--- src/rtl/rx_dfilt_pkg.sv ---
package rx_dfilt_pkg;
   localparam int ADDR_BYTES  = 6;
   localparam int BYTE_W      = 8;
   localparam int ADDR_W      = ADDR_BYTES * BYTE_W;
   localparam int HASH_WORD_W = 32;
   localparam int HASH_IDX_W  = $clog2(2 * HASH_WORD_W);
   localparam int CNT_W       = $clog2(ADDR_BYTES + 1);

   typedef struct packed {
      logic                   rej_bcast;
      logic                   hash_all;
      logic                   promisc;
      logic [HASH_WORD_W-1:0] hash_hi;
      logic [HASH_WORD_W-1:0] hash_lo;
      logic [ADDR_W-1:0]      station;
   } dfilt_cfg_t;
endpackage

--- src/rtl/rx_dfilt_crc_byte.sv ---
module rx_dfilt_crc_byte #(
   parameter int          CRC_W    = 32,
   parameter int          DATA_W   = 8,
   parameter logic [31:0] CRC_POLY = 32'h04C1_1DB7
) (
   input  logic [CRC_W-1:0]  crc_in,
   input  logic [DATA_W-1:0] data_in,
   output logic [CRC_W-1:0]  crc_out
);
   localparam logic [CRC_W-1:0] POLY = CRC_POLY[CRC_W-1:0];

   logic [CRC_W-1:0] stage [DATA_W+1];

   assign stage[0] = crc_in;

   // one shift per data bit, least significant data bit first
   for (genvar i = 0; i < DATA_W; i++) begin : g_bit
      logic fb;
      assign fb           = stage[i][CRC_W-1] ^ data_in[i];
      assign stage[i+1]   = {stage[i][CRC_W-2:0], 1'b0} ^ (fb ? POLY : '0);
   end

   assign crc_out = stage[DATA_W];
endmodule

--- src/rtl/rx_dfilt_collect.sv ---
module rx_dfilt_collect
   import rx_dfilt_pkg::*;
#(
   parameter int          CRC_W    = 32,
   parameter logic [31:0] CRC_POLY = 32'h04C1_1DB7,
   parameter logic [31:0] CRC_INIT = 32'hFFFF_FFFF
) (
   input  logic                  clk,
   input  logic                  rst_n,
   input  logic                  frm_start,
   input  logic                  frm_end,
   input  logic                  byte_vld,
   input  logic [BYTE_W-1:0]     byte_in,
   output logic [ADDR_W-1:0]     frame_addr,
   output logic [HASH_IDX_W-1:0] frame_hidx,
   output logic                  done_full,
   output logic                  done_short
);
   localparam logic [CNT_W-1:0] LAST_CNT = CNT_W'(ADDR_BYTES - 1);
   localparam logic [CNT_W-1:0] FULL_CNT = CNT_W'(ADDR_BYTES);
   localparam logic [CRC_W-1:0] INIT_V   = CRC_INIT[CRC_W-1:0];

   logic                 active_q;
   logic [CNT_W-1:0]     cnt_q, cnt_base;
   logic [ADDR_W-1:0]    addr_q, addr_base, addr_nxt;
   logic [CRC_W-1:0]     crc_q, crc_base, crc_nxt;
   logic                 active_eff, take;

   assign active_eff = frm_start | active_q;
   assign cnt_base   = frm_start ? '0     : cnt_q;
   assign addr_base  = frm_start ? '0     : addr_q;
   assign crc_base   = frm_start ? INIT_V : crc_q;
   assign take       = byte_vld & active_eff & (cnt_base < FULL_CNT);
   assign addr_nxt   = {addr_base[ADDR_W-BYTE_W-1:0], byte_in};

   rx_dfilt_crc_byte #(
      .CRC_W   (CRC_W),
      .DATA_W  (BYTE_W),
      .CRC_POLY(CRC_POLY)
   ) u_crc (
      .crc_in (crc_base),
      .data_in(byte_in),
      .crc_out(crc_nxt)
   );

   assign done_full  = take & (cnt_base == LAST_CNT);
   assign done_short = frm_end & active_q & ~frm_start & ~done_full;
   assign frame_addr = addr_nxt;
   assign frame_hidx = crc_nxt[CRC_W-1 -: HASH_IDX_W];

   always_ff @(posedge clk or negedge rst_n) begin
      if (!rst_n) begin
         active_q <= 1'b0;
         cnt_q    <= '0;
         addr_q   <= '0;
         crc_q    <= INIT_V;
      end else begin
         active_q <= active_eff & ~(done_full | done_short);
         if (take) begin
            cnt_q  <= cnt_base + 1'b1;
            addr_q <= addr_nxt;
            crc_q  <= crc_nxt;
         end else if (frm_start) begin
            cnt_q  <= '0;
            addr_q <= '0;
            crc_q  <= INIT_V;
         end
      end
   end


   cnt_range_chk: assert property (@(posedge clk) disable iff (!rst_n)
      cnt_q <= FULL_CNT);


   close_after_done_chk: assert property (@(posedge clk) disable iff (!rst_n)
      (done_full || done_short) && !frm_start |=> !active_q);
endmodule

--- src/rtl/rx_dfilt_classify.sv ---
module rx_dfilt_classify
   import rx_dfilt_pkg::*;
(
   input  logic                  short_frm,
   input  logic [ADDR_W-1:0]     addr,
   input  logic [HASH_IDX_W-1:0] hidx,
   input  dfilt_cfg_t            cfg,
   output logic                  miss,
   output logic                  accept
);
   localparam int WSEL_W = HASH_IDX_W - 1;

   logic is_bcast, is_group, hash_hit, stn_hit;
   logic [HASH_WORD_W-1:0] hash_word;

   assign is_bcast  = &addr;
   assign is_group  = addr[ADDR_W-BYTE_W];
   assign hash_word = hidx[HASH_IDX_W-1] ? cfg.hash_hi : cfg.hash_lo;
   assign hash_hit  = hash_word[hidx[WSEL_W-1:0]];
   assign stn_hit   = (addr == cfg.station);

   always_comb begin
      if (short_frm)                        miss = 1'b1;
      else if (is_bcast)                    miss = cfg.rej_bcast;
      else if (is_group || cfg.hash_all)    miss = ~hash_hit;
      else                                  miss = ~stn_hit;
      accept = ~miss | cfg.promisc;
   end


   always_comb begin
      promisc_keep_chk: assert (!cfg.promisc || accept || $isunknown(cfg.promisc));
   end
endmodule

--- src/rtl/rx_dest_filter.sv ---
module rx_dest_filter
   import rx_dfilt_pkg::*;
#(
   parameter int          CRC_W        = 32,
   parameter logic [31:0] CRC_POLY     = 32'h04C1_1DB7,
   parameter logic [31:0] CRC_INIT     = 32'hFFFF_FFFF,
   parameter bit          SNAPSHOT_CFG = 1'b1
) (
   input  logic        clk,
   input  logic        rst_n,
   input  logic        frm_start,
   input  logic        frm_end,
   input  logic        addr_vld,
   input  logic [7:0]  addr_byte,
   input  logic        mode_rej_bcast,
   input  logic        mode_hash_all,
   input  logic        mode_promisc,
   input  logic [15:0] stn_addr_hi,
   input  logic [31:0] stn_addr_lo,
   input  logic [31:0] hash_word_lo,
   input  logic [31:0] hash_word_hi,
   output logic        flt_valid,
   output logic        flt_accept,
   output logic        flt_miss
);
   if (HASH_IDX_W > CRC_W) begin : g_bad_crc_w
      $error("CRC narrower than hash index");
   end
   if (CRC_W > 32) begin : g_bad_crc_max
      $error("CRC width above 32 not supported");
   end
   if (ADDR_W != 16 + 32) begin : g_bad_addr_w
      $error("station address ports expect a 48-bit address");
   end

   dfilt_cfg_t cfg_live, cfg_use;

   assign cfg_live = '{rej_bcast: mode_rej_bcast,
                       hash_all:  mode_hash_all,
                       promisc:   mode_promisc,
                       hash_hi:   hash_word_hi,
                       hash_lo:   hash_word_lo,
                       station:   {stn_addr_hi, stn_addr_lo}};

   if (SNAPSHOT_CFG) begin : g_snap
      dfilt_cfg_t cfg_q;
      always_ff @(posedge clk or negedge rst_n) begin
         if (!rst_n)         cfg_q <= '0;
         else if (frm_start) cfg_q <= cfg_live;
      end
      assign cfg_use = cfg_q;
   end else begin : g_live
      assign cfg_use = cfg_live;
   end

   logic [ADDR_W-1:0]     frame_addr;
   logic [HASH_IDX_W-1:0] frame_hidx;
   logic                  done_full, done_short;
   logic                  dec_miss, dec_accept;

   rx_dfilt_collect #(
      .CRC_W   (CRC_W),
      .CRC_POLY(CRC_POLY),
      .CRC_INIT(CRC_INIT)
   ) u_collect (
      .clk       (clk),
      .rst_n     (rst_n),
      .frm_start (frm_start),
      .frm_end   (frm_end),
      .byte_vld  (addr_vld),
      .byte_in   (addr_byte),
      .frame_addr(frame_addr),
      .frame_hidx(frame_hidx),
      .done_full (done_full),
      .done_short(done_short)
   );

   rx_dfilt_classify u_classify (
      .short_frm(done_short),
      .addr     (frame_addr),
      .hidx     (frame_hidx),
      .cfg      (cfg_use),
      .miss     (dec_miss),
      .accept   (dec_accept)
   );

   always_ff @(posedge clk or negedge rst_n) begin
      if (!rst_n) begin
         flt_valid  <= 1'b0;
         flt_accept <= 1'b0;
         flt_miss   <= 1'b0;
      end else if (frm_start) begin
         flt_valid  <= 1'b0;
         flt_accept <= 1'b0;
         flt_miss   <= 1'b0;
      end else if (done_full || done_short) begin
         flt_valid  <= 1'b1;
         flt_accept <= dec_accept;
         flt_miss   <= dec_miss;
      end
   end


   rise_cause_chk: assert property (@(posedge clk) disable iff (!rst_n)
      $rose(flt_valid) |-> $past(done_full || done_short));


   hold_chk: assert property (@(posedge clk) disable iff (!rst_n)
      flt_valid && !frm_start |=> flt_valid && $stable(flt_accept) && $stable(flt_miss));


   clear_chk: assert property (@(posedge clk) disable iff (!rst_n)
      frm_start |=> !flt_valid);


   short_miss_chk: assert property (@(posedge clk) disable iff (!rst_n)
      done_short |=> flt_valid && flt_miss);


   reject_is_miss_chk: assert property (@(posedge clk) disable iff (!rst_n)
      flt_valid && !flt_accept |-> flt_miss);
endmodule

--- config.mk ---
export PLATFORM = sky130hd
export DESIGN_NAME = rx_dest_filter
export DESIGN_NICKNAME = d
export VERILOG_FILES = /design/src/rtl/rx_dfilt_pkg.sv /design/src/rtl/rx_dfilt_crc_byte.sv /design/src/rtl/rx_dfilt_collect.sv /design/src/rtl/rx_dfilt_classify.sv /design/src/rtl/rx_dest_filter.sv
export SDC_FILE = /design/constraint.sdc
export NUM_CORES = 1
export LEC_CHECK = 0
export BUFFER_PORTS_ARGS = -buffer_cell sky130_fd_sc_hd__clkbuf_2
export CORE_AREA = 2 2 135 163
export DETAILED_ROUTE_END_ITERATION = 10
export DIE_AREA = 0 0 137 165
export PLACE_DENSITY = 0.7
export SYNTH_ARGS = -nofsm -noshare
export SYNTH_HDL_FRONTEND = slang
export SYNTH_SLANG_ARGS = --single-unit
--- constraint.sdc ---
create_clock -name clk -period 3.6 [get_ports clk]
set_clock_uncertainty 0.1 [all_clocks]
set_input_delay 0.54 -clock clk [delete_from_list [all_inputs] [get_ports clk]]
set_output_delay 0.54 -clock clk [all_outputs]
set_load 0.02 [all_outputs]
## Yosys cells after proc, flatten, opt, wreduce, memory -nomap -nowiden

Cells that the tools add are included.

- Register bits: 194
- Output and inout bits: 3
- Logic and storage cells: 80
- Bits of input ports: 128

- Reduce and logical (&&, ||, !) cells: 4
- Bitwise logic cells: 32
- Order comparisons: 2
- Add/sub/neg operators: 1
- Equal/unequal tests: 2
- Mux-type cells: 26

Operators by type and width:

| kind | count |
|---|---|
| XOR 32 x 27 -> 32 bit | 8 |
| two-way mux 27 bit | 8 |
| two-way mux 32 bit | 3 |
| two-way mux 40 bit | 2 |
| == test 48 bit | 1 |
| AND reduction 48 bit | 1 |
| two-way mux 1 bit | 10 |
| XOR 1 bit | 8 |
| bitwise AND 1 bit | 7 |
| less-than comparator 5 x 6 -> 1 bit, second input constant | 1 |
| two-way mux 3 bit | 2 |
| inverter 1 bit | 6 |
| binary-select mux 1 bit (select 5 bit) | 1 |
| adder 3 x 1 -> 3 bit, second input constant | 1 |
| == test 3 bit, second input constant | 1 |
| less-than comparator 3 bit, second input constant | 1 |
| OR 1 bit | 3 |
| logical OR 1 bit | 2 |
| nonzero test 2 bit | 1 |

## Logic depth before layout (Yosys ltp)

- Depth in word-level cells: 36
- Gate-level depth with buffers: 16
- Gate-level depth less buffers: 10

## By module

A second synthesis with hierarchy kept.

- Cell total of the unflattened synthesis: 807
- Area, all modules: 10297.4 um^2

Modules (own cells, without submodules):

| module | instances | cells an instance | sequential area each (um^2) | area an instance (um^2) |
|---|---|---|---|---|
| rx_dest_filter | 1 | 254 | 2952.8 | 4448.0 |
| rx_dfilt_collect | 1 | 354 | 1941.9 | 3683.5 |
| rx_dfilt_classify | 1 | 133 | 0.0 | 1234.9 |
| rx_dfilt_crc_byte | 1 | 66 | 0.0 | 930.9 |

## Least setup slack after synthesis

No wires, ideal clock.

- Kind: input -> register
- Start: input frm_start
- End: register flt_accept
- Stages on the path: 16
- Setup slack: 0.312 ns
- Required time: 3.376 ns
- Library setup time: 0.124 ns
- Arrival time: 3.064 ns
- Buffers on the path: 7
- Cell sequence: buf_4 > buf_2 > buf_2 > buf_1 > buf_2 > clkbuf_1 > clkbuf_1 > nor2b_1 > ha_1 > nand3_1 > nor2_1 > o21ai_0 > nor3_1 > o2111ai_1 > nand2_1 > or2_1

- Word-level cells in the longest chain between the ends: 23
- Elaborated cells between the ends (all ways): 54
- Classes of those cells: 1 x order compare; 2 x eq/ne; 19 x mux; 28 x bitwise; 4 x reduce/logical

Ends and longest elaborated chain:

| what | RTL line | RTL |
|---|---|---|
| from (decl) | rx_dest_filter.sv:11 | `input logic frm_start,` |
| two-way mux 32 bit | rx_dfilt_collect.sv:32 | `assign crc_base = frm_start ? INIT_V : crc_q;` |
| XOR 32 x 27 -> 32 bit / XOR 1 bit (equally long branches) | rx_dfilt_crc_byte.sv:20, rx_dfilt_crc_byte.sv:19 |  |
| XOR 1 bit / two-way mux 27 bit (equally long branches) | rx_dfilt_crc_byte.sv:19, rx_dfilt_crc_byte.sv:20 |  |
| two-way mux 27 bit / XOR 32 x 27 -> 32 bit (equally long branches) | rx_dfilt_crc_byte.sv:20 | `assign stage[i+1] = {stage[i][CRC_W-2:0], 1'b0} ^ (fb ? POLY : '0);` |
| XOR 32 x 27 -> 32 bit (5 in series) | rx_dfilt_crc_byte.sv:20 |  |
| XOR 32 x 27 -> 32 bit / XOR 1 bit (equally long branches) | rx_dfilt_crc_byte.sv:20, rx_dfilt_crc_byte.sv:19 |  |
| XOR 1 bit / two-way mux 27 bit (equally long branches) | rx_dfilt_crc_byte.sv:19, rx_dfilt_crc_byte.sv:20 |  |
| two-way mux 27 bit / XOR 32 x 27 -> 32 bit (equally long branches) | rx_dfilt_crc_byte.sv:20 |  |
| (+3 left out) | -- |  |
| inverter 1 bit | rx_dfilt_classify.sv:25 | `else if (is_group \|\| cfg.hash_all) miss = ~hash_hit;` |
| two-way mux 1 bit | rx_dfilt_classify.sv:25 |  |
| two-way mux 1 bit | rx_dfilt_classify.sv:24 | `else if (is_bcast) miss = cfg.rej_bcast;` |
| two-way mux 1 bit | rx_dfilt_classify.sv:23 | `if (short_frm) miss = 1'b1;` |
| inverter 1 bit | rx_dfilt_classify.sv:27 | `accept = ~miss \| cfg.promisc;` |
| OR 1 bit | rx_dfilt_classify.sv:27 |  |
| two-way mux 1 bit | rx_dest_filter.sv:96 | `end else if (done_full \|\| done_short) begin` |
| two-way mux 1 bit | rx_dest_filter.sv:92 | `end else if (frm_start) begin` |
| to (signal assigned) | rx_dest_filter.sv:98 | `flt_accept <= dec_accept;` |
| to (decl) | rx_dest_filter.sv:23 | `output logic flt_accept,` |

Several ways; a longest one is shown, not always the timed one. The select of a mux whose other input is x is not followed.
A chain may end at the register's enable or synchronous reset.

## Final worst setup path

- Start: register u_collect.crc_q[28]
- End: register flt_miss

- Word-level cells in the longest chain between the ends: 19

Ends and longest elaborated chain:

| what | RTL line | RTL |
|---|---|---|
| from (decl) | rx_dfilt_collect.sv:26 | `logic [CRC_W-1:0] crc_q, crc_base, crc_nxt;` |
| from (signal assigned) | rx_dfilt_collect.sv:62 | `crc_q <= crc_nxt;` |
| two-way mux 32 bit | rx_dfilt_collect.sv:32 |  |
| XOR 32 x 27 -> 32 bit (3 in series) | rx_dfilt_crc_byte.sv:20 |  |
| XOR 1 bit | rx_dfilt_crc_byte.sv:19 | `assign fb = stage[i][CRC_W-1] ^ data_in[i];` |
| two-way mux 27 bit | rx_dfilt_crc_byte.sv:20 |  |
| XOR 32 x 27 -> 32 bit (5 in series) | rx_dfilt_crc_byte.sv:20 |  |
| binary-select mux 1 bit (select 5 bit) | rx_dfilt_classify.sv:19 | `assign hash_hit = hash_word[hidx[WSEL_W-1:0]];` |
| two-way mux 1 bit (not written as such) | rx_dfilt_classify.sv:19 |  |
| inverter 1 bit | rx_dfilt_classify.sv:25 |  |
| two-way mux 1 bit | rx_dfilt_classify.sv:25 |  |
| two-way mux 1 bit | rx_dfilt_classify.sv:24 |  |
| two-way mux 1 bit | rx_dfilt_classify.sv:23 |  |
| two-way mux 1 bit | rx_dest_filter.sv:96 |  |
| two-way mux 1 bit | rx_dest_filter.sv:92 |  |
| to (signal assigned) | rx_dest_filter.sv:99 | `flt_miss <= dec_miss;` |
| to (decl) | rx_dest_filter.sv:24 | `output logic flt_miss` |

No other way between the ends. The select of a mux whose other input is x is not followed.

==> results.py <==
metrics = {
    "outcome": {
        "outcome": "finished clean",
    },
    "timing": {
        "setup_viol": 0,
        "rsz0062_at_grt": "no",
        "hold_violations": 0,
        "slew_headroom": 0.3544,
        "period_share": 0.9479,
        "tns_ns": 0,
        "whs_ns": 0.001205,
        "fmax_mhz": 293.0,
        "postLayoutSetupSlackWorst_ns": 0.1875,
        "period_needed_ns": 3.412,
        "worst_slew_pin_slew_ns": 0.9683,
        "finalMaxSlewViolations": 0,
    },
    "finish": {
        "design_area_mm2": 0.01190,
        "nNetsFinal": 1236,
        "finalNonFillerCells": 1387,
        "fin_util": 0.5691,
        "multi_input_area_mm2": 0.005074,
        "fill_cells": 1846,
        "drive_above_1_share": 0.3205,
        "area_growth_pct": 14.74,
        "seqCellArea_mm2": 0.004895,
        "antennaDiodeCount": 0,
    },
    "synth": {
        "synth.area.top_cells": "dfrtp_1 39%, mux2_2 13%, dfstp_2 8.1%, xnor2_1 6.0%, nand2_1 3.4%",
        "synth_most_common_cell": "dfrtp_1",
        "synth.top_cells.by_count": "162 x dfrtp_1, 118 x mux2_2, 95 x nand2_1",
        "yosysSeqAreaShare": 0.4721,
        "yosys.area.top_type": "dfrtp_1",
        "syn_avg_cell_area_um2": 10.46,
        "synth_edf_count": 0,
        "syn_area_mm2": 0.01037,
        "synth_fp_nets": 1121,
        "synth_cells": 991,
        "postSynth.asyncResetShare": 1.000,
        "yosysWarnings": 0,
        "yosysTopAreaCellShare": 0.3910,
        "synth_cell_types": 70,
        "synth_seq_cells": 194,
        "ys.flop_type": "dfrtp_1",
    },
    "route": {
        "route.vias.total": 8019,
        "drtAntennaViolNets": 0,
        "drc": 0,
        "wl_um": 25890,
        "wl_per_cell_um": 18.66,
        "drt_iter0_drc": 653,
        "drtPass1Iterations": 5,
        "viasPerCell": 5.782,
    },
    "cts": {
        "htreeDepth": 4,
        "numClockSinks": 194,
        "cts_hold_buf": 0,
        "cts_tree": "built",
        "insertion_delay_ns": 0.43,
        "cts.repair.resized": 0,
        "cts_setup_buffers": 0,
        "clk_pin_slew_ns": 0.07,
        "root_buffer": "clkbuf_16",
        "cts_buffers": 17,
        "ctsLongestPathBuffers": 2,
    },
    "floorplanning": {
        "coreArea_mm2": 0.02090,
        "floorplan.initialDensity": 0.4960,
        "boundaryPins": 131,
        "die-width_um": 137,
        "rows": 58,
        "die-area_mm2": 0.02261,
        "fp.dieH_um": 165,
    },
    "global_route": {
        "top_usage_layer": "met2",
        "grt_pass1_wl_um": 41340,
        "grtUsageMet2": 0.3969,
        "use_met3": 0.04052,
        "grt_pass1_vias": 7693,
        "gr-usage-met1": 0.3139,
        "grt_max_degree": 82,
        "antenna_found_initial": 0,
        "grt_overflow": 0,
        "track_usage": 0.2368,
    },
    "setup_path": {
        "critical_path_class": "flop to flop",
        "cp.required_ns": 3.80,
        "arrival_ns": 3.62,
        "crit_fanout": 12,
        "rr_worst_depth": 10,
        "start_kind": "flop",
        "cp-end-kind": "flop",
    },
    "pwr": {
        "power_density_mw_per_mm2": 637.8,
        "vdd_drop_max_mv": 0.3296,
        "power_leakage_nw": 4.964,
        "total_power_mw": 7.587,
    },
    "placement": {
        "place_ws_ns": 0.1624,
        "io_buffer_count": 130,
        "place.detailed.hpwl_um": 18650,
        "routabilityCongestion": 0.9570,
        "placedCellCount": 1357,
        "placed_area_mm2": 0.01132,
    },
    "min_path": {
        "hp-class": "input port to asynchronous set/reset pin",
    },
    "job": {
        "drv_cap": 0,
    },
}
-- cell families (layout without fill, tap and decap cells) --
kind of cell             count (synthesis)  count (layout)  synth area share
AND/OR/NAND/NOR                        275             275            0.1236
flip-flops                             194             194            0.4721
AO/OA/AOI/OAI                          189             189            0.1185
multiplexers                           140             140            0.1562
XOR/XNOR                                99              99           0.08750
buffers and inverters                   92             218           0.03971
adder cells (fa/ha/maj)                  2               2          0.002413
-- cells in the final DEF (no fill, tap or decap), types with 25 or more instances in the layout --
| master | n |
|---|---|
| nor2_1 | 85 |
| clkbuf_2 | 128 |
| nand2_1 | 95 |
| xor2_1 | 25 |
| dfrtp_1 | 162 |
| mux2_2 | 118 |
| buf_4 | 30 |
| xnor2_1 | 71 |
| o21ai_0 | 37 |
| inv_1 | 27 |
| a21oi_1 | 63 |
| dfstp_2 | 32 |
-- routing by layer --
metal  wire length [um]  vias to the layer above
li1                   -                     3761
met3               1331                       37
met5                  0                        -
met1              11020                     3985
met2              13010                      236
met4                519                        0
-- cell type report --
class,count,share of cell area
multi-input cells,705,0.4265
flip-flops and latches,194,0.4115
repair buffers,161,0.07679
clock buffers,19,0.03724
well taps,270,0.02840
clock inverters,11,0.01104
inverters,27,0.008520
-- registers in the layout, summed over array words and instances, names as in the netlist --
register / cells
flt_accept: 1
u_collect.cnt_q: 3
flt_valid: 1
u_collect.addr_q: 40
u_collect.crc_q: 32
flt_miss: 1
u_collect.active_q: 1
cfg_use: 115
-- power by group --
| group | switching, mW | internal (mW) | leakage (nW) | total (mW) |
|---|---|---|---|---|
| registers | 0.311 | 2.59 | 2.32 | 2.90 |
| clock network | 0.858 | 1.04 | 0.278 | 1.90 |
| logic | 1.44 | 1.34 | 2.37 | 2.78 |
| total | 2.61 | 4.98 | 4.96 | 7.59 |
-- worst paths after layout --
check	slack (ns)	from	end
max in group asynchronous	2.44	rst_n	cfg_use[40]
worst max-delay path	0.19	u_collect.crc_q[28]	flt_miss
min in group clk	0.22	mode_rej_bcast	cfg_use[114]
worst min-delay path	0.001	rst_n	cfg_use[1]
worst min register to register	0.40	cfg_use[85]	cfg_use[85]
worst max register to register	0.19	u_collect.crc_q[28]	flt_miss
-- worst max-delay path: stages (launching register included) --
cell	delay [ns]
dfstp_2	0.58
xor3_1	0.42
or3_1	0.34
o211ai_1	0.13
and2_1	0.53
buf_4	0.24
mux2i_1	0.19
mux2i_1	0.09
o2111a_1	0.24
a2111oi_2	0.33
nor2_1	0.10
No activity file was read; power rests on OpenSTA's default activity.
